==> config.mk <==
export PLATFORM = sky130hd
export DESIGN_NAME = eee_gate_seq
export DESIGN_NICKNAME = d
export VERILOG_FILES = /design/src/rtl/eee_pkg.sv /design/src/rtl/eee_win.sv /design/src/rtl/eee_lane_pick.sv /design/src/rtl/eee_gate_seq.sv
export SDC_FILE = /design/constraint.sdc
export NUM_CORES = 1
export LEC_CHECK = 0
export ABC_AREA = 1
export BUFFER_PORTS_ARGS = -buffer_cell sky130_fd_sc_hd__buf_2
export CAP_MARGIN = 20
export CORE_AREA = 8 8 102 104
export DETAILED_ROUTE_END_ITERATION = 10
export DIE_AREA = 0 0 110 112
export PLACE_DENSITY = 0.74
export SKIP_LAST_GASP = 1
export SYNTH_ARGS = -nofsm -noshare
export SYNTH_HDL_FRONTEND = slang
export SYNTH_SLANG_ARGS = --single-unit
==> constraint.sdc <==
create_clock -name clk -period 1.7 [get_ports clk]
set_input_delay 0.34 -clock clk [delete_from_list [all_inputs] [get_ports clk]]
set_output_delay 0.34 -clock clk [all_outputs]
set_load 0.1 [all_outputs]
==> src/rtl/eee_pkg.sv <==
package eee_pkg;
  localparam int DW = 16;
  localparam int RW = 5;

  // indirect window registers and function code
  localparam logic [RW-1:0] WIN_CTL = 5'd13;
  localparam logic [RW-1:0] WIN_DAT = 5'd14;
  localparam logic [DW-1:0] FN_DATA = 16'h4000;

  localparam logic [4:0] DEV_PCS = 5'd3;
  localparam logic [4:0] DEV_AN  = 5'd7;
  localparam logic [DW-1:0] R_CTRL1 = 16'd0;
  localparam logic [DW-1:0] R_CAP   = 16'd20;
  localparam logic [DW-1:0] R_WERR  = 16'd22;
  localparam logic [DW-1:0] R_ADV   = 16'd60;
  localparam logic [DW-1:0] R_LPA   = 16'd61;

  localparam logic [DW-1:0] B_100TX  = 16'h0002;
  localparam logic [DW-1:0] B_1000T  = 16'h0004;
  localparam logic [DW-1:0] B_10GT   = 16'h0008;
  localparam logic [DW-1:0] B_1000KX = 16'h0010;
  localparam logic [DW-1:0] B_10GKX4 = 16'h0020;
  localparam logic [DW-1:0] B_10GKR  = 16'h0040;
  localparam logic [DW-1:0] B_KNOWN  = B_100TX | B_1000T | B_10GT | B_1000KX | B_10GKX4 | B_10GKR;
  localparam logic [DW-1:0] B_CLKSTOP = 16'h0400;

  typedef enum logic [2:0] {
    ST_IDLE, ST_CAP, ST_LPA, ST_ADV, ST_CRD, ST_CWR, ST_WERR
  } seq_st_t;
endpackage

==> src/rtl/eee_win.sv <==
module eee_win
  import eee_pkg::*;
(
  input  logic          clk,
  input  logic          rst_n,
  input  logic          go,
  input  logic          op_wr,
  input  logic [4:0]    op_dev,
  input  logic [DW-1:0] op_reg,
  input  logic [DW-1:0] op_wdata,
  output logic          fin,
  output logic          bad,
  output logic [DW-1:0] rdata,
  output logic          acc_req,
  output logic          acc_wr,
  output logic [RW-1:0] acc_reg,
  output logic [DW-1:0] acc_wdata,
  input  logic          acc_ack,
  input  logic [DW-1:0] acc_rdata,
  input  logic          acc_rerr
);
  localparam logic [1:0] LAST = 2'd3;

  logic          act_q, act_n;
  logic [1:0]    step_q, step_n;
  logic          wr_q, wr_n;
  logic [4:0]    dev_q, dev_n;
  logic [DW-1:0] reg_q, reg_n, wd_q, wd_n, rd_q, rd_n;
  logic          fin_q, fin_n, bad_q, bad_n;

  always_comb begin
    act_n = act_q; step_n = step_q; wr_n = wr_q; dev_n = dev_q;
    reg_n = reg_q; wd_n = wd_q; rd_n = rd_q;
    fin_n = 1'b0;  bad_n = bad_q;
    if (!act_q && go) begin
      act_n = 1'b1; step_n = 2'd0; wr_n = op_wr; dev_n = op_dev;
      reg_n = op_reg; wd_n = op_wdata;
    end else if (act_q && acc_ack) begin
      if (acc_rerr) begin
        act_n = 1'b0; fin_n = 1'b1; bad_n = 1'b1;
      end else if (step_q == LAST) begin
        act_n = 1'b0; fin_n = 1'b1; bad_n = 1'b0;
        if (!wr_q) rd_n = acc_rdata;
      end else begin
        step_n = step_q + 2'd1;
      end
    end
  end

  always_ff @(posedge clk or negedge rst_n) begin
    if (!rst_n) begin
      act_q <= 1'b0; step_q <= '0; wr_q <= 1'b0; dev_q <= '0;
      reg_q <= '0; wd_q <= '0; rd_q <= '0; fin_q <= 1'b0; bad_q <= 1'b0;
    end else begin
      act_q <= act_n; step_q <= step_n; wr_q <= wr_n; dev_q <= dev_n;
      reg_q <= reg_n; wd_q <= wd_n; rd_q <= rd_n; fin_q <= fin_n; bad_q <= bad_n;
    end
  end

  always_comb begin
    acc_req = act_q;
    acc_wr  = (step_q != LAST) || wr_q;
    acc_reg = step_q[0] ? WIN_DAT : WIN_CTL;
    unique case (step_q)
      2'd0:    acc_wdata = DW'(dev_q);
      2'd1:    acc_wdata = reg_q;
      2'd2:    acc_wdata = DW'(dev_q) | FN_DATA;
      default: acc_wdata = wd_q;
    endcase
  end

  assign fin   = fin_q;
  assign bad   = bad_q;
  assign rdata = rd_q;
endmodule

==> src/rtl/eee_lane_pick.sv <==
module eee_lane_pick
  import eee_pkg::*;
(
  input  logic [1:0]    speed,
  input  logic [1:0]    media,
  output logic [DW-1:0] mask
);
  always_comb begin
    unique case (speed)
      2'd0: mask = B_100TX;
      2'd1: mask = B_1000T;
      2'd2: begin
        unique case (media)
          2'd0:    mask = B_10GT;
          2'd1:    mask = B_10GKX4;
          2'd2:    mask = B_10GKR;
          default: mask = '0;
        endcase
      end
      default: mask = '0;
    endcase
  end
endmodule

==> src/rtl/eee_gate_seq.sv <==
module eee_gate_seq
  import eee_pkg::*;
(
  input  logic          clk,
  input  logic          rst_n,
  input  logic          start,
  input  logic          full_duplex,
  input  logic [1:0]    if_kind,
  input  logic [1:0]    link_speed,
  input  logic [1:0]    media,
  input  logic          clkstop_req,
  input  logic          werr_req,
  output logic          done,
  output logic          eee_on,
  output logic          err,
  output logic          werr_valid,
  output logic          werr_fail,
  output logic [15:0]   werr_cnt,
  output logic          acc_req,
  output logic          acc_wr,
  output logic [4:0]    acc_reg,
  output logic [15:0]   acc_wdata,
  input  logic          acc_ack,
  input  logic [15:0]   acc_rdata,
  input  logic          acc_rerr
);
  seq_st_t       st_q, st_n;
  logic          done_q, done_n, on_q, on_n, err_q, err_n, ck_q, ck_n;
  logic          wv_q, wv_n, wf_q, wf_n;
  logic [DW-1:0] cap_q, cap_n, lp_q, lp_n, mask_q, mask_n, wc_q, wc_n;
  logic          go, owr, fin, bad;
  logic [4:0]    odev;
  logic [DW-1:0] oreg, owd, rdata, pick;
  logic          gate_ok, seq_idle;

  assign gate_ok  = full_duplex && (if_kind != 2'd3);
  assign seq_idle = (st_q == ST_IDLE);

  eee_lane_pick u_pick (.speed(link_speed), .media(media), .mask(pick));

  eee_win u_win (
    .clk(clk), .rst_n(rst_n), .go(go), .op_wr(owr), .op_dev(odev),
    .op_reg(oreg), .op_wdata(owd), .fin(fin), .bad(bad), .rdata(rdata),
    .acc_req(acc_req), .acc_wr(acc_wr), .acc_reg(acc_reg),
    .acc_wdata(acc_wdata), .acc_ack(acc_ack), .acc_rdata(acc_rdata),
    .acc_rerr(acc_rerr)
  );

  always_comb begin
    st_n = st_q; done_n = 1'b0; on_n = on_q; err_n = err_q;
    cap_n = cap_q; lp_n = lp_q; mask_n = mask_q; ck_n = ck_q;
    wv_n = 1'b0; wf_n = 1'b0; wc_n = wc_q;
    go = 1'b0; owr = 1'b0; odev = '0; oreg = '0; owd = '0;
    if (st_q == ST_IDLE) begin
      if (start) begin
        on_n = 1'b0; err_n = 1'b0;
        if (gate_ok) begin
          mask_n = pick; ck_n = clkstop_req;
          go = 1'b1; odev = DEV_PCS; oreg = R_CAP; st_n = ST_CAP;
        end else begin
          done_n = 1'b1;
        end
      end else if (werr_req) begin
        go = 1'b1; odev = DEV_PCS; oreg = R_WERR; st_n = ST_WERR;
      end
    end else if (fin) begin
      if (st_q == ST_WERR) begin
        wv_n = 1'b1; wf_n = bad; wc_n = rdata; st_n = ST_IDLE;
      end else if (bad) begin
        err_n = 1'b1; on_n = 1'b0; done_n = 1'b1; st_n = ST_IDLE;
      end else begin
        unique case (st_q)
          ST_CAP: begin
            if ((rdata & B_KNOWN) == '0) begin
              done_n = 1'b1; st_n = ST_IDLE;
            end else begin
              cap_n = rdata & mask_q;
              go = 1'b1; odev = DEV_AN; oreg = R_LPA; st_n = ST_LPA;
            end
          end
          ST_LPA: begin
            lp_n = rdata;
            go = 1'b1; odev = DEV_AN; oreg = R_ADV; st_n = ST_ADV;
          end
          ST_ADV: begin
            if ((cap_q & lp_q & rdata) == '0) begin
              done_n = 1'b1; st_n = ST_IDLE;
            end else if (ck_q) begin
              go = 1'b1; odev = DEV_PCS; oreg = R_CTRL1; st_n = ST_CRD;
            end else begin
              on_n = 1'b1; done_n = 1'b1; st_n = ST_IDLE;
            end
          end
          ST_CRD: begin
            go = 1'b1; owr = 1'b1; odev = DEV_PCS; oreg = R_CTRL1;
            owd = rdata | B_CLKSTOP; st_n = ST_CWR;
          end
          default: begin
            on_n = 1'b1; done_n = 1'b1; st_n = ST_IDLE;
          end
        endcase
      end
    end
  end

  always_ff @(posedge clk or negedge rst_n) begin
    if (!rst_n) begin
      st_q <= ST_IDLE; done_q <= 1'b0; on_q <= 1'b0; err_q <= 1'b0;
      cap_q <= '0; lp_q <= '0; mask_q <= '0; ck_q <= 1'b0;
      wv_q <= 1'b0; wf_q <= 1'b0; wc_q <= '0;
    end else begin
      st_q <= st_n; done_q <= done_n; on_q <= on_n; err_q <= err_n;
      cap_q <= cap_n; lp_q <= lp_n; mask_q <= mask_n; ck_q <= ck_n;
      wv_q <= wv_n; wf_q <= wf_n; wc_q <= wc_n;
    end
  end

  assign done       = done_q;
  assign eee_on     = on_q;
  assign err        = err_q;
  assign werr_valid = wv_q;
  assign werr_fail  = wf_q;
  assign werr_cnt   = wc_q;
endmodule

## Word-level counts from Yosys, hierarchy flattened

Index checks and enable logic that the tools add are counted.

- Shift-type cells: 0
- Bitwise gates (word level): 10
- $add $sub $neg: 1
- Magnitude comparators: 0
- $mul: 0
- Reduce and logical (&&, ||, !) cells: 29
- Mux-type cells: 97
- Div/mod/pow operators: 0
- Equal/unequal tests: 23

Operators by type and width:

| kind | number |
|---|---|
| 16-bit 2-to-1 mux | 7 |
| 16-bit one-hot mux with 3 select lines | 2 |
| 1-bit 2-to-1 mux | 50 |
| 16-bit bitwise AND | 3 |
| 3-bit 2-to-1 mux | 13 |
| 16-bit zero test | 2 |
| 6-bit 2-to-1 mux | 4 |
| 3-bit one-hot mux with 4 select lines | 2 |
| 7-bit one-hot mux with 3 select lines | 1 |
| 2-bit 2-to-1 mux | 10 |
| 5-bit 2-to-1 mux | 4 |
| 3-bit AND reduction | 5 |
| 6-bit one-hot mux with 2 select lines | 1 |
| 6-bit AND reduction | 2 |
| 5-bit AND reduction | 2 |
| 2-bit == test, second input constant | 4 |
| 2-bit inequality test, second input constant | 4 |
| 4-bit by 3-bit inequality test with 1-bit output, second input constant | 2 |
| 2-bit nonzero test | 4 |
| 1-bit inverter | 7 |
| 2-bit by 1-bit == test with 1-bit output, second input constant | 3 |
| 3-bit by 2-bit == test with 1-bit output, second input constant | 2 |
| 3-bit == test, second input constant | 2 |
| 2-bit zero test | 3 |
| other kinds (16) | 21 |

- Memories: 0
- Bits in writable memories: 0
- Logic and storage cells: 180
- Bits in read-only memories: 0
- Input bits: 30
- Bits in latches: 0
- Register bits after elaboration: 132

## Depth between registers and ports, before layout

Gate-level depths: netlist (run 1).

- Depth in word-level cells: 12
- Depth in mapped cells: 12
- Depth with buffers taken out: 11

## Cells and area by module

A second synthesis (run 1) with hierarchy kept.

- Cells, all modules: 730
- Area, all modules: 6,123.4 um^2

By module, submodules not included:

| module | instances | seq. area each (um^2) | area an instance (um^2) | cells an instance |
|---|---|---|---|---|
| eee_gate_seq | 1 | 1,826.8 | 3,301.9 | 374 |
| eee_win | 1 | 1,476.4 | 2,687.6 | 332 |
| eee_lane_pick | 1 | 0.0 | 133.9 | 24 |

## Worst setup path after synthesis (run 1)

No wires, ideal clock.

- Path kind: reg2out
- From: register u_win.step_q[0]
- To: output acc_wdata[0]
- Slack: -956 ps
- Required time: 1,360 ps
- Stages on the path, launching flop included: 6
- Arrival time: 2,316 ps
- Path buffers: 0
- Cell sequence: dfrtp_1 -> inv_1 -> ha_1 -> or2_2 -> nand3_1 -> nand3_1

- Word-level cells in the longest chain between the ends: 2
- Elaborated cells on any way between the ends: 4

RTL lines:

| item | RTL line | text |
|---|---|---|
| start: declaration | eee_win.sv:25 | `logic [1:0] step_q, step_n;` |
| start signal: assignment | eee_win.sv:55 | `act_q <= act_n; step_q <= step_n; wr_q <= wr_n; dev_q <= dev_n;` |
| 2-bit == test, or another cell as far along | eee_win.sv:64 | `unique case (step_q)` |
| 16-bit one-hot mux with 3 select lines (*) | eee_win.sv:64 |  |
| end: declaration | eee_gate_seq.sv:22 | `output logic [15:0] acc_wdata,` |

Mark *: on every way between the ends. The rest lies on a longest branch, timed or not.

## Worst setup path after layout (run 1)

- From: register u_win.step_q[0]
- To: output acc_wr

- Word-level cells in the longest chain between the ends: 2

RTL lines:

| item | RTL line | text |
|---|---|---|
| 2-bit inequality test | eee_win.sv:62 | `acc_wr = (step_q != LAST) \|\| wr_q;` |
| 1-bit logical OR | eee_win.sv:62 |  |
| end: declaration | eee_gate_seq.sv:20 | `output logic acc_wr,` |

Every way passes these cells.

==> out/metrics.cfg, run 1 <==
[status]
run_status = finished with violations
violations_in_the_final_reports = negative setup slack

[power]
power-per-cell-area_nw_per_um2 = 2081
ir_drop_uv = 1427
static-leakage-power_nw = 2.741

[floorplan]
initial_core_util_pct = 43.41
core_area_um2 = 8890
design.portCount = 74
floorplan.die.height_um = 112
design.die.area_um2 = 12320
num_rows = 35
dieWidth_um = 110

[worst_setup_path]
ff2ff_path_depth = 10
critPathRequiredTime_ns = 1.36
crit_arrival_ns = 1.71
crit-reg2reg-launch = u_win.step_q[0]
critical_path.max_fanout = 7
crit_slowest_cell = sky130_fd_sc_hd__dfrtp_2
crit_chain = buf_4, ha_4, inv_6, buf_4, or2_4, buf_12
r2r_setup_slack_ns = -0.22
cpMostUsedCell = sky130_fd_sc_hd__buf_4
critical_path.reg2reg.endpoint = u_win.rdata[8]
kind_of_cell_adding_the_most_delay_to_the_critical_path = buffers and inverters
critPathKind = reg -> out
timing.critical_path.to_type = output pin
worst_path_largest_cell_delay_ns = 0.41
worst-path-buf-inv = 4
startpoint_type = flip-flop

[yosys]
synth_sequential_area_ratio_pct = 53.83
yosysTopAreaCell = sky130_fd_sc_hd__dfrtp_1
synth.cells.most_frequent = 111 x sky130_fd_sc_hd__nand2_1, 83 x sky130_fd_sc_hd__dfrtp_1, 49 x sky130_fd_sc_hd__nand3_1
synth_unique_cells = 35
dominantRegCellSynth = sky130_fd_sc_hd__dfrtp_1
synth_edf_count = 0
netlist_area_um2 = 3859
area_contributors_post_synth = sky130_fd_sc_hd__dfrtp_1 54%, sky130_fd_sc_hd__nand2_1 11%, sky130_fd_sc_hd__nand3_1 6.4%
yosysMostFrequentCell = sky130_fd_sc_hd__nand2_1
post-synth-top-area-fraction_pct = 53.83
yosysWarningCount = 0
synthArstFlopShare_pct = 100.0
syn_area_per_cell_um2 = 8.388
synthCells = 460
ys_ff_latch = 83

[timing]
finalHoldViolations = 0
finalCritPeriodShare_pct = 120.7
report.final.slew_viol_count = 0
finalSetupViolations = 34
fmax_mhz = 487.3
fin_ws_ns = -0.3520
min_period_ns = 2.052
timing.clock.skew_ns = 0.01578
grt_setup_unrepaired = true
tns_ns = -7.985

[cells_and_area]
stdcell_area_um2 = 5433
antenna_cells_inserted = 0
postLayoutCoreUtil_pct = 61.11
area_growth_from_synthesis_to_layout_pct = 40.79
post_route_cells_drive_above_1_share_pct = 35.18
final_net_count = 589

[grt]
via_count_of_the_first_global_routing_pass = 3394
grt_max_degree = 44
global_route_wire_length_before_repair_um = 16370
grt_util_all_layers_pct = 16.64
antenna_violations_before_repair = 0
grt-ovfl-total = 0

[routing]
drc_violation_count_after_routing = 0
route.antenna.remaining_nets = 0
iter_0_drt_violations = 205
routedWlPerCell_um = 15.22
route.detailed.vias_per_inst = 5.165
route.final.wire_length_um = 10210
vias_post_dr = 3466
drt_pre_antenna_iters = 4

[placed_design]
gp_congestion = 0.8763
placed_standard_cell_area_um2 = 4900
detailed_placement_wirelength_estimate_um = 7202
io_buffer_count = 70
detailedPlace.worstSlack_ns = 0.01431

[cts]
insertion_delay_ns = 0.36
htree_num_levels = 3
worst_setup_hold_path_clk_slew_ns = 0.08
cts_max_path_buffers = 2
tritoncts = built
clkSinkCount = 83
cts_buffers = 9
cts_root_buffer = sky130_fd_sc_hd__clkbuf_8

[flow_run]
maxCapViolCount = 0

[hold_path]
min_to = mask_q[1]
number_of_cells_on_the_worst_hold_path = 2
min-delay-start = link_speed[1]
hold_path_class = in -> reg

==> kinds of logic after synthesis <==
| logic type | after synthesis | share of synthesized area [%] |
|---|---|---|
| AO/OA/AOI/OAI | 67 | 9.307 |
| XOR/XNOR | 1 | 0.2270 |
| adder cells (fa/ha/maj) | 4 | 1.297 |
| buffers and inverters | 74 | 8.366 |
| flip-flops | 83 | 53.83 |
| multiplexers | 1 | 0.2918 |
| other | 2 | 0.1946 |
| AND/OR/NAND/NOR | 228 | 26.49 |
==> layout make-up <==
class	instances	area, um^2
Timing Repair Buffer	105	1021
Clock buffer	9	123.9
Multi-Input combinational cell	304	1745
Fill cell	746	3457
Tap cell	111	138.9
Inverter	52	237.7
Sequential cell	83	2083
Clock inverter	7	82.58
==> report_power, final <==
part | leakage, nW | switching [mW] | internal [mW] | total, mW
combinational | 1.62 | 4.75 | 1.85 | 6.61
sequential | 1.02 | 0.524 | 2.72 | 3.25
clock | 0.0984 | 0.752 | 0.701 | 1.45
==> repair_timing <==
| item | CTS | global route |
|---|---|---|
| hold buffers | 1 | 0 |
| pin swaps | 0 | 8 |
| hold endpoints to repair | 21 | 0 |
| cloned | 0 | 3 |
| setup endpoints to repair | 17 | 58 |
| resized for setup | 15 | 27 |
| setup buffers | 5 | 6 |
==> worst max path at each step <==
stage,start,endpoint,slack (ns),cells past startpoint
finish,u_win.step_q[0],acc_wr,-0.35,6
global placement,u_win.step_q[1],u_win.rdata[12],0.06,8
CTS,u_win.step_q[0],acc_wdata[0],-0.36,6
detailed placement,u_win.step_q[1],u_win.rdata[2],0.01,8
floorplan,u_win.step_q[0],acc_wdata[0],-0.48,5
global route,u_win.step_q[0],acc_wdata[0],-0.41,6
==> stage by stage <==
step,hold slack (ns),cells,power (mW)
2_1_floorplan,0.04441,461,7.754
3_3_place_gp,0.2619,640,9.246
3_5_place_dp,0.2652,640,9.386
4_1_cts,0.1576,662,11.06
5_1_grt,0.1638,671,11.89
6_report,0.1764,671,11.31
==> per-layer routing <==
| layer | GRT usage, % | vias up | share of wire (%) | wire length [um] |
|---|---|---|---|---|
| li1 | - | 1674 | - | - |
| met1 | 21.61 | 1685 | 43 | 4349 |
| met2 | 26.07 | 97 | 50 | 5113 |
| met3 | 4.159 | 10 | 6.0 | 613 |
| met4 | 5.766 | 0 | 1.3 | 134 |
| met5 | 0 | - | 0 | 0 |
==> worst reg2reg max path, stage by stage (launching register included) <==
cell                        delay, ns
sky130_fd_sc_hd__dfrtp_2         0.41
sky130_fd_sc_hd__buf_4           0.14
sky130_fd_sc_hd__ha_4            0.17
sky130_fd_sc_hd__inv_6           0.06
sky130_fd_sc_hd__buf_4           0.14
sky130_fd_sc_hd__or2_4           0.28
sky130_fd_sc_hd__nor2_4          0.13
sky130_fd_sc_hd__nand3_4         0.14
sky130_fd_sc_hd__clkbuf_16       0.21
sky130_fd_sc_hd__nor2_1          0.10
sky130_fd_sc_hd__a21oi_1         0.05
==> sequential cells by signal, indices dropped and copies added (netlist names), 2 cells and up <==
name / cells
u_win.wd_q: 16
u_win.dev_q: 2
mask_q: 5
lp_q: 5
u_win.reg_q: 4
u_win.step_q: 2
st_q: 3
u_win.rdata: 16
werr_cnt: 16
cap_q: 5
==> placed cells by master (no fill, tap or decap), types with 5 or more instances in the layout <==
| cell | synthesis | routed |
|---|---|---|
| sky130_fd_sc_hd__nand2_1 | 111 | 93 |
| sky130_fd_sc_hd__nor2_1 | 37 | 29 |
| sky130_fd_sc_hd__inv_1 | 44 | 34 |
| sky130_fd_sc_hd__dfrtp_2 | 0 | 5 |
| sky130_fd_sc_hd__o21ai_0 | 36 | 36 |
| sky130_fd_sc_hd__nor2_4 | 3 | 5 |
| sky130_fd_sc_hd__buf_4 | 7 | 25 |
| sky130_fd_sc_hd__nor4_1 | 15 | 15 |
| sky130_fd_sc_hd__nand3_4 | 0 | 7 |
| sky130_fd_sc_hd__clkinvlp_4 | 0 | 12 |
| sky130_fd_sc_hd__nand3_1 | 49 | 40 |
| sky130_fd_sc_hd__buf_2 | 3 | 50 |
| sky130_fd_sc_hd__nor2_2 | 1 | 7 |
| sky130_fd_sc_hd__nand2_4 | 1 | 11 |
| sky130_fd_sc_hd__buf_12 | 0 | 25 |
| sky130_fd_sc_hd__nand2_2 | 4 | 12 |
| sky130_fd_sc_hd__dfrtp_1 | 83 | 78 |
| sky130_fd_sc_hd__a21oi_1 | 22 | 20 |
| sky130_fd_sc_hd__clkbuf_8 | 0 | 9 |
| sky130_fd_sc_hd__inv_2 | 6 | 5 |
No activity file was read; power rests on OpenSTA's default activity.
==> run 2, diff against run 1 <==
--- a/config.mk
+++ b/config.mk
@@ -8,10 +8,10 @@
 export ABC_AREA = 1
 export BUFFER_PORTS_ARGS = -buffer_cell sky130_fd_sc_hd__buf_2
 export CAP_MARGIN = 20
-export CORE_AREA = 8 8 102 104
+export CORE_AREA = 8 8 97 99
 export DETAILED_ROUTE_END_ITERATION = 10
-export DIE_AREA = 0 0 110 112
-export PLACE_DENSITY = 0.74
+export DIE_AREA = 0 0 105 107
+export PLACE_DENSITY = 0.8
 export SKIP_LAST_GASP = 1
 export SYNTH_ARGS = -nofsm -noshare
 export SYNTH_HDL_FRONTEND = slang
==> out/metrics.cfg, run 2 (same netlist as run 1, synthesis figures left out) <==
[timing]
min_period_ns = 2.040  ; -0.01247 ns
finalSetupViolations = 54  ; +59%
finalHoldViolations = 0  ; unchanged
fmax_mhz = 490.3  ; +0.61%
timing.hold.ws_ns = 0.1947  ; +0.01833 ns
grt_setup_unrepaired = true
report.final.slew_viol_count = 0  ; unchanged
timing.clock.skew_ns = 0.01065  ; -0.005127 ns
finalCritPeriodShare_pct = 120.0  ; -0.73 points
tns_ns = -6.356  ; +1.629 ns
fin_ws_ns = -0.3395  ; +0.01247 ns

[worst_setup_path]
crit_chain = buf_4, ha_4, inv_6, nand3_2, nand3_4, buf_12
worst_path_largest_cell_delay_ns = 0.44  ; +0.03 ns
critical_path.max_fanout = 8  ; +1
kind_of_cell_adding_the_most_delay_to_the_critical_path = buffers and inverters
critPathRequiredTime_ns = 1.36  ; about the same
crit_arrival_ns = 1.70  ; about the same
worst-path-buf-inv = 3  ; -1
crit_slowest_cell = sky130_fd_sc_hd__dfrtp_2
timing.critical_path.to_type = output pin
startpoint_type = flip-flop
critPathKind = reg -> out

[grt]
antenna_violations_before_repair = 0  ; unchanged
grt-ovfl-total = 0  ; unchanged
via_count_of_the_first_global_routing_pass = 3591  ; +5.8%
grt_util_all_layers_pct = 19.11  ; +2.5 points
grt_util_met3_pct = 3.719  ; -0.44 points
grt_util_met2_pct = 31.36  ; +5.3 points
global_route_wire_length_before_repair_um = 17530  ; +7.1%
met1_usage_pct = 24.16  ; +2.6 points
grt_max_degree = 36  ; -18%
layer_with_the_highest_usage = met2

[cts]
cts_buffers = 9  ; unchanged
insertion_delay_ns = 0.36  ; about the same
tritoncts = built
worst_setup_hold_path_clk_slew_ns = 0.09  ; about the same
htree_num_levels = 3  ; unchanged
cts_max_path_buffers = 2  ; unchanged
cts_root_buffer = sky130_fd_sc_hd__clkbuf_8
clkSinkCount = 83  ; unchanged

[floorplan]
design.portCount = 74  ; unchanged
num_rows = 33  ; -5.7%
initial_core_util_pct = 48.67  ; +5.3 points
floorplan.die.height_um = 107  ; -4.5%
dieWidth_um = 105  ; -4.5%
core_area_um2 = 7928  ; -11%
design.die.area_um2 = 11240  ; -8.8%

[power]
static-leakage-power_nw = 2.848  ; +3.9%
power-per-cell-area_nw_per_um2 = 2051  ; -1.5%
ir_drop_uv = 1699  ; +19%

[routing]
route.final.wire_length_um = 11320  ; +11%
routedWlPerCell_um = 16.86  ; +11%
drt_pre_antenna_iters = 4  ; unchanged
vias_post_dr = 3554  ; +2.5%
iter_0_drt_violations = 206  ; +0.49%
route.antenna.remaining_nets = 0  ; unchanged
route.detailed.vias_per_inst = 5.297  ; +2.5%
drc_violation_count_after_routing = 0  ; unchanged

[placed_design]
io_buffer_count = 70  ; unchanged
detailed_placement_wirelength_estimate_um = 7417  ; +3.0%
gp_congestion = 0.8974  ; +2.4%

[cells_and_area]
final.fill_count = 576  ; -23%
final_common_cell = sky130_fd_sc_hd__dfrtp_1
post_route_cells_drive_above_1_share_pct = 41.87  ; +6.7 points
most_frequent_cells_in_the_layout = 79 x sky130_fd_sc_hd__dfrtp_1, 55 x sky130_fd_sc_hd__nand2_1, 50 x sky130_fd_sc_hd__buf_2
antenna_cells_inserted = 0  ; unchanged
final_net_count = 595  ; +1.0%
area_growth_from_synthesis_to_layout_pct = 45.98

[flow_run]
maxCapViolCount = 0  ; unchanged

[status]
violations_in_the_final_reports = negative setup slack
run_status = finished with violations

[hold_path]
hold_path_class = in -> reg

[run 2: layout make-up]
cell class              count  area [um^2]  share of cell area, %
well taps                 105        131.4                  2.332
flip-flops and latches     83         2082                  36.96
clock inverters             6        48.80                 0.8663
repair buffers            111         1074                  19.06
inverters                  52        237.7                  4.220
clock buffers              10        137.6                  2.443
multi-input cells         304         1922                  34.12
[run 2: worst reg2reg max path, delay by kind of cell (launching register included)]
kind / cells / cell delay, ns
AO/OA/AOI/OAI: 1 / 0.05
flip-flops: 1 / 0.41
buffers and inverters: 3 / 0.40
AND/OR/NAND/NOR: 4 / 0.59
adder cells (fa/ha/maj): 1 / 0.20
[run 2: what timing repair did]
| action | in CTS | in global routing |
|---|---|---|
| pin swaps | 0 | 14 |
| endpoints found under the setup margin | 20 | 61 |
| gates cloned | 1 | 3 |
| hold buffers | 1 | 0 |
| endpoints found under the hold margin | 19 | 0 |
| buffers inserted | 5 | 9 |
| resized for setup | 26 | 72 |
[run 2: final timing paths]
path / start / to / slack [ns] / depth (start not counted)
max in group asynchronous: rst_n / werr_cnt[6] / 0.63 / 3
worst max register to register: u_win.step_q[0] / u_win.rdata[1] / -0.07 / 9
worst max-delay path: u_win.step_q[0] / acc_wdata[2] / -0.34 / 6
worst min register to register: werr_cnt[11] / werr_cnt[11] / 0.49 / 2
min in group asynchronous: rst_n / err / 0.41 / 2
worst min-delay path: link_speed[1] / mask_q[1] / 0.19 / 2
[run 2: metal layers]
layer,part of all wire (%),wire length [um]
met5,0,0
met2,52,5833
met1,40,4564
met4,2.5,281
met3,5.6,637
[run 2: report_power, final]
part	internal (mW)	leakage, nW	total (mW)	switching, mW
Sequential	2.72	1.02	3.30	0.578
Clock	0.583	0.0855	1.33	0.752
Combinational	1.99	1.74	6.92	4.93
Total	5.29	2.85	11.6	6.26
[run 2: through the flow]
stage	area [um^2]	worst slack [ns]	power [mW]	std cells	util (%)
4_1_cts	5265	-0.3223	11.04	659	66.41
2_1_floorplan	4061	-0.4791	7.754	461	-
5_1_grt	5633	-0.4015	12.12	671	71.05
3_5_place_dp	4892	0.01066	9.385	636	61.71
6_report	5633	-0.3395	11.55	671	71.05
3_3_place_gp	4892	0.03406	9.231	636	61.71
==> run 3, diff against run 2 <==
--- a/config.mk
+++ b/config.mk
@@ -8,10 +8,11 @@
 export ABC_AREA = 1
 export BUFFER_PORTS_ARGS = -buffer_cell sky130_fd_sc_hd__buf_2
 export CAP_MARGIN = 20
-export CORE_AREA = 8 8 97 99
+export CORE_AREA = 8 8 96 98
+export CTS_BUF_LIST = sky130_fd_sc_hd__clkbuf_4
 export DETAILED_ROUTE_END_ITERATION = 10
-export DIE_AREA = 0 0 105 107
-export PLACE_DENSITY = 0.8
+export DIE_AREA = 0 0 104 106
+export PLACE_DENSITY = 0.82
 export SKIP_LAST_GASP = 1
 export SYNTH_ARGS = -nofsm -noshare
 export SYNTH_HDL_FRONTEND = slang
==> out/metrics.cfg, run 3 (same netlist as run 1, synthesis figures left out) <==
[routing]
vias_post_dr = 3570  ; +0.45%
dr_wl_met2_um = 5711  ; -2.1%
m1WireLength_um = 4530  ; -0.74%
route.final.wire_length_um = 11110  ; -1.8%
iter_0_drt_violations = 228  ; +11%
route.detailed.vias_per_inst = 5.328  ; +0.60%
drc_violation_count_after_routing = 0  ; unchanged
topRoutingLayerUsed = met4
route.antenna.remaining_nets = 0  ; unchanged
drt_pre_antenna_iters = 4  ; unchanged
routedWlPerCell_um = 16.59  ; -1.7%
wl_met3_um = 655  ; +2.8%

[cells_and_area]
most_frequent_cells_in_the_layout = 92 x sky130_fd_sc_hd__nand2_1, 79 x sky130_fd_sc_hd__dfrtp_1, 50 x sky130_fd_sc_hd__buf_2
antenna_cells_inserted = 0  ; unchanged
postLayoutCoreUtil_pct = 70.46  ; -0.59 points
area_growth_from_synthesis_to_layout_pct = 43.26
final_net_count = 595  ; unchanged
stdcell_area_um2 = 5528  ; -1.9%
post_route_cells_drive_above_1_share_pct = 37.17  ; -4.7 points
final_common_cell = sky130_fd_sc_hd__nand2_1

[placed_design]
io_buffer_count = 70  ; unchanged
detailedPlace.worstSlack_ns = 0.005116  ; -0.005544 ns
gp_congestion = 0.9049  ; +0.84%
detailed_placement_wirelength_estimate_um = 7120  ; -4.0%
placed_standard_cell_area_um2 = 4897  ; +0.10%

[timing]
finalHoldViolations = 0  ; unchanged
report.final.slew_viol_count = 0  ; unchanged
timing.clock.skew_ns = 0.02083  ; +0.01018 ns
min_period_ns = 2.154  ; +0.1144 ns
tns_ns = -10.30  ; -3.941 ns
fmax_mhz = 464.3  ; -5.3%
timing.hold.ws_ns = 0.1099  ; -0.08480 ns
finalCritPeriodShare_pct = 126.7  ; +6.7 points
finalSetupViolations = 34  ; -37%
grt_setup_unrepaired = true
fin_ws_ns = -0.4540  ; -0.1144 ns

[cts]
clkSinkCount = 83  ; unchanged
cts_buffers = 9  ; unchanged
htree_num_levels = 3  ; unchanged
tritoncts = built
worst_setup_hold_path_clk_slew_ns = 0.12  ; +0.03 ns
cts_max_path_buffers = 2  ; unchanged
cts_root_buffer = sky130_fd_sc_hd__clkbuf_4
insertion_delay_ns = 0.43  ; +0.07 ns

[floorplan]
design.portCount = 74  ; unchanged
num_rows = 33  ; unchanged
design.die.area_um2 = 11020  ; -1.9%
core_area_um2 = 7845  ; -1.0%
initial_core_util_pct = 49.19  ; +0.51 points
dieWidth_um = 104  ; -0.95%
floorplan.die.height_um = 106  ; -0.93%

[grt]
antenna_violations_before_repair = 0  ; unchanged
grt_max_degree = 43  ; +19%
via_count_of_the_first_global_routing_pass = 3572  ; -0.53%
grt_util_all_layers_pct = 18.89  ; -0.21 points
grt-ovfl-total = 0  ; unchanged
global_route_wire_length_before_repair_um = 17010  ; -3.0%

[worst_setup_path]
cpMostUsedCell = sky130_fd_sc_hd__nand3_4
critPathKind = reg -> out
worst_path_largest_cell_delay_ns = 0.43  ; about the same
kind_of_cell_adding_the_most_delay_to_the_critical_path = simple AND/OR/NAND/NOR gates
worst-path-buf-inv = 2  ; -1
crit_slowest_cell = sky130_fd_sc_hd__dfrtp_2
startpoint_type = flip-flop
timing.critical_path.to_type = output pin
crit_chain = clkinvlp_4, ha_4, or2_4, nand3_4, nand3_4, buf_12
timing.critical_path.depth = 6  ; unchanged
crit_arrival_ns = 1.81  ; +0.11 ns
ff2ff_path_depth = 10  ; +1
critical_path.max_fanout = 3  ; -5
critPathRequiredTime_ns = 1.36  ; about the same

[power]
static-leakage-power_nw = 2.852  ; +0.17%
power-per-cell-area_nw_per_um2 = 2063  ; +0.61%
ir_drop_uv = 1657  ; -2.5%

[status]
violations_in_the_final_reports = negative setup slack
run_status = finished with violations

[hold_path]
number_of_cells_on_the_worst_hold_path = 2  ; unchanged
hold_path_class = in -> reg

[flow_run]
maxCapViolCount = 0  ; unchanged

[run 3: cell types whose count changed in the layout (fill, tap and decap cells not counted), moves of 4 or more]
| cell | previous run | this run |
|---|---|---|
| sky130_fd_sc_hd__a21oi_1 | 22 | 18 |
| sky130_fd_sc_hd__nand2_4 | 31 | 17 |
| sky130_fd_sc_hd__nand2_1 | 55 | 92 |
| sky130_fd_sc_hd__clkbuf_8 | 10 | 0 |
| sky130_fd_sc_hd__clkbuf_4 | 1 | 10 |
| sky130_fd_sc_hd__nor2_1 | 31 | 23 |
| sky130_fd_sc_hd__a21oi_2 | 0 | 5 |
| sky130_fd_sc_hd__nor2_4 | 3 | 9 |
| sky130_fd_sc_hd__nand2_2 | 29 | 7 |
[run 3: timing repair]
item	CTS	global route
hold buffers	1	0
endpoints found under the setup margin	21	62
setup buffers	5	9
gates resized for setup	33	31
cloned	1	4
pin swaps	3	6
endpoints found under the hold margin	22	0
[run 3: area by class of cell]
class / count / area (um^2)
fill: 578 / 2317
sequential: 83 / 2082
multi-input combinational: 304 / 1813
timing repair buffer: 111 / 1104
inverter: 52 / 240.2
tap: 105 / 131.4
clock inverter: 6 / 90.09
clock buffer: 9 / 67.56
[run 3: layer usage]
layer  track usage (%)  vias up
met2             31.58      148
li1                  -     1693
met4             7.756        0
met1             23.13     1706
met5                 0        -
met3             4.477       23
[run 3: power breakdown]
part           internal, mW  switching, mW  total, mW
clock network         0.594          0.673       1.27
registers              2.71          0.549       3.26
logic                  2.00           4.88       6.87
[run 3: metrics by stage]
stage / instances / power [mW]
after floorplan: 461 / 7.754
after global placement: 635 / 9.225
after detailed placement: 635 / 9.354
after CTS: 657 / 10.99
after global routing: 670 / 11.99
final: 670 / 11.40
[run 3: final timing paths]
check / from / end / slack, ns
max: u_win.step_q[0] / acc_wdata[1] / -0.45
min: link_speed[1] / mask_q[1] / 0.11
max reg2reg: u_win.step_q[0] / u_win.rdata[0] / -0.27
min reg2reg: mask_q[5] / cap_q[5] / 0.50
max in group asynchronous: rst_n / lp_q[3] / 0.81
min in group asynchronous: rst_n / cap_q[5] / 0.33
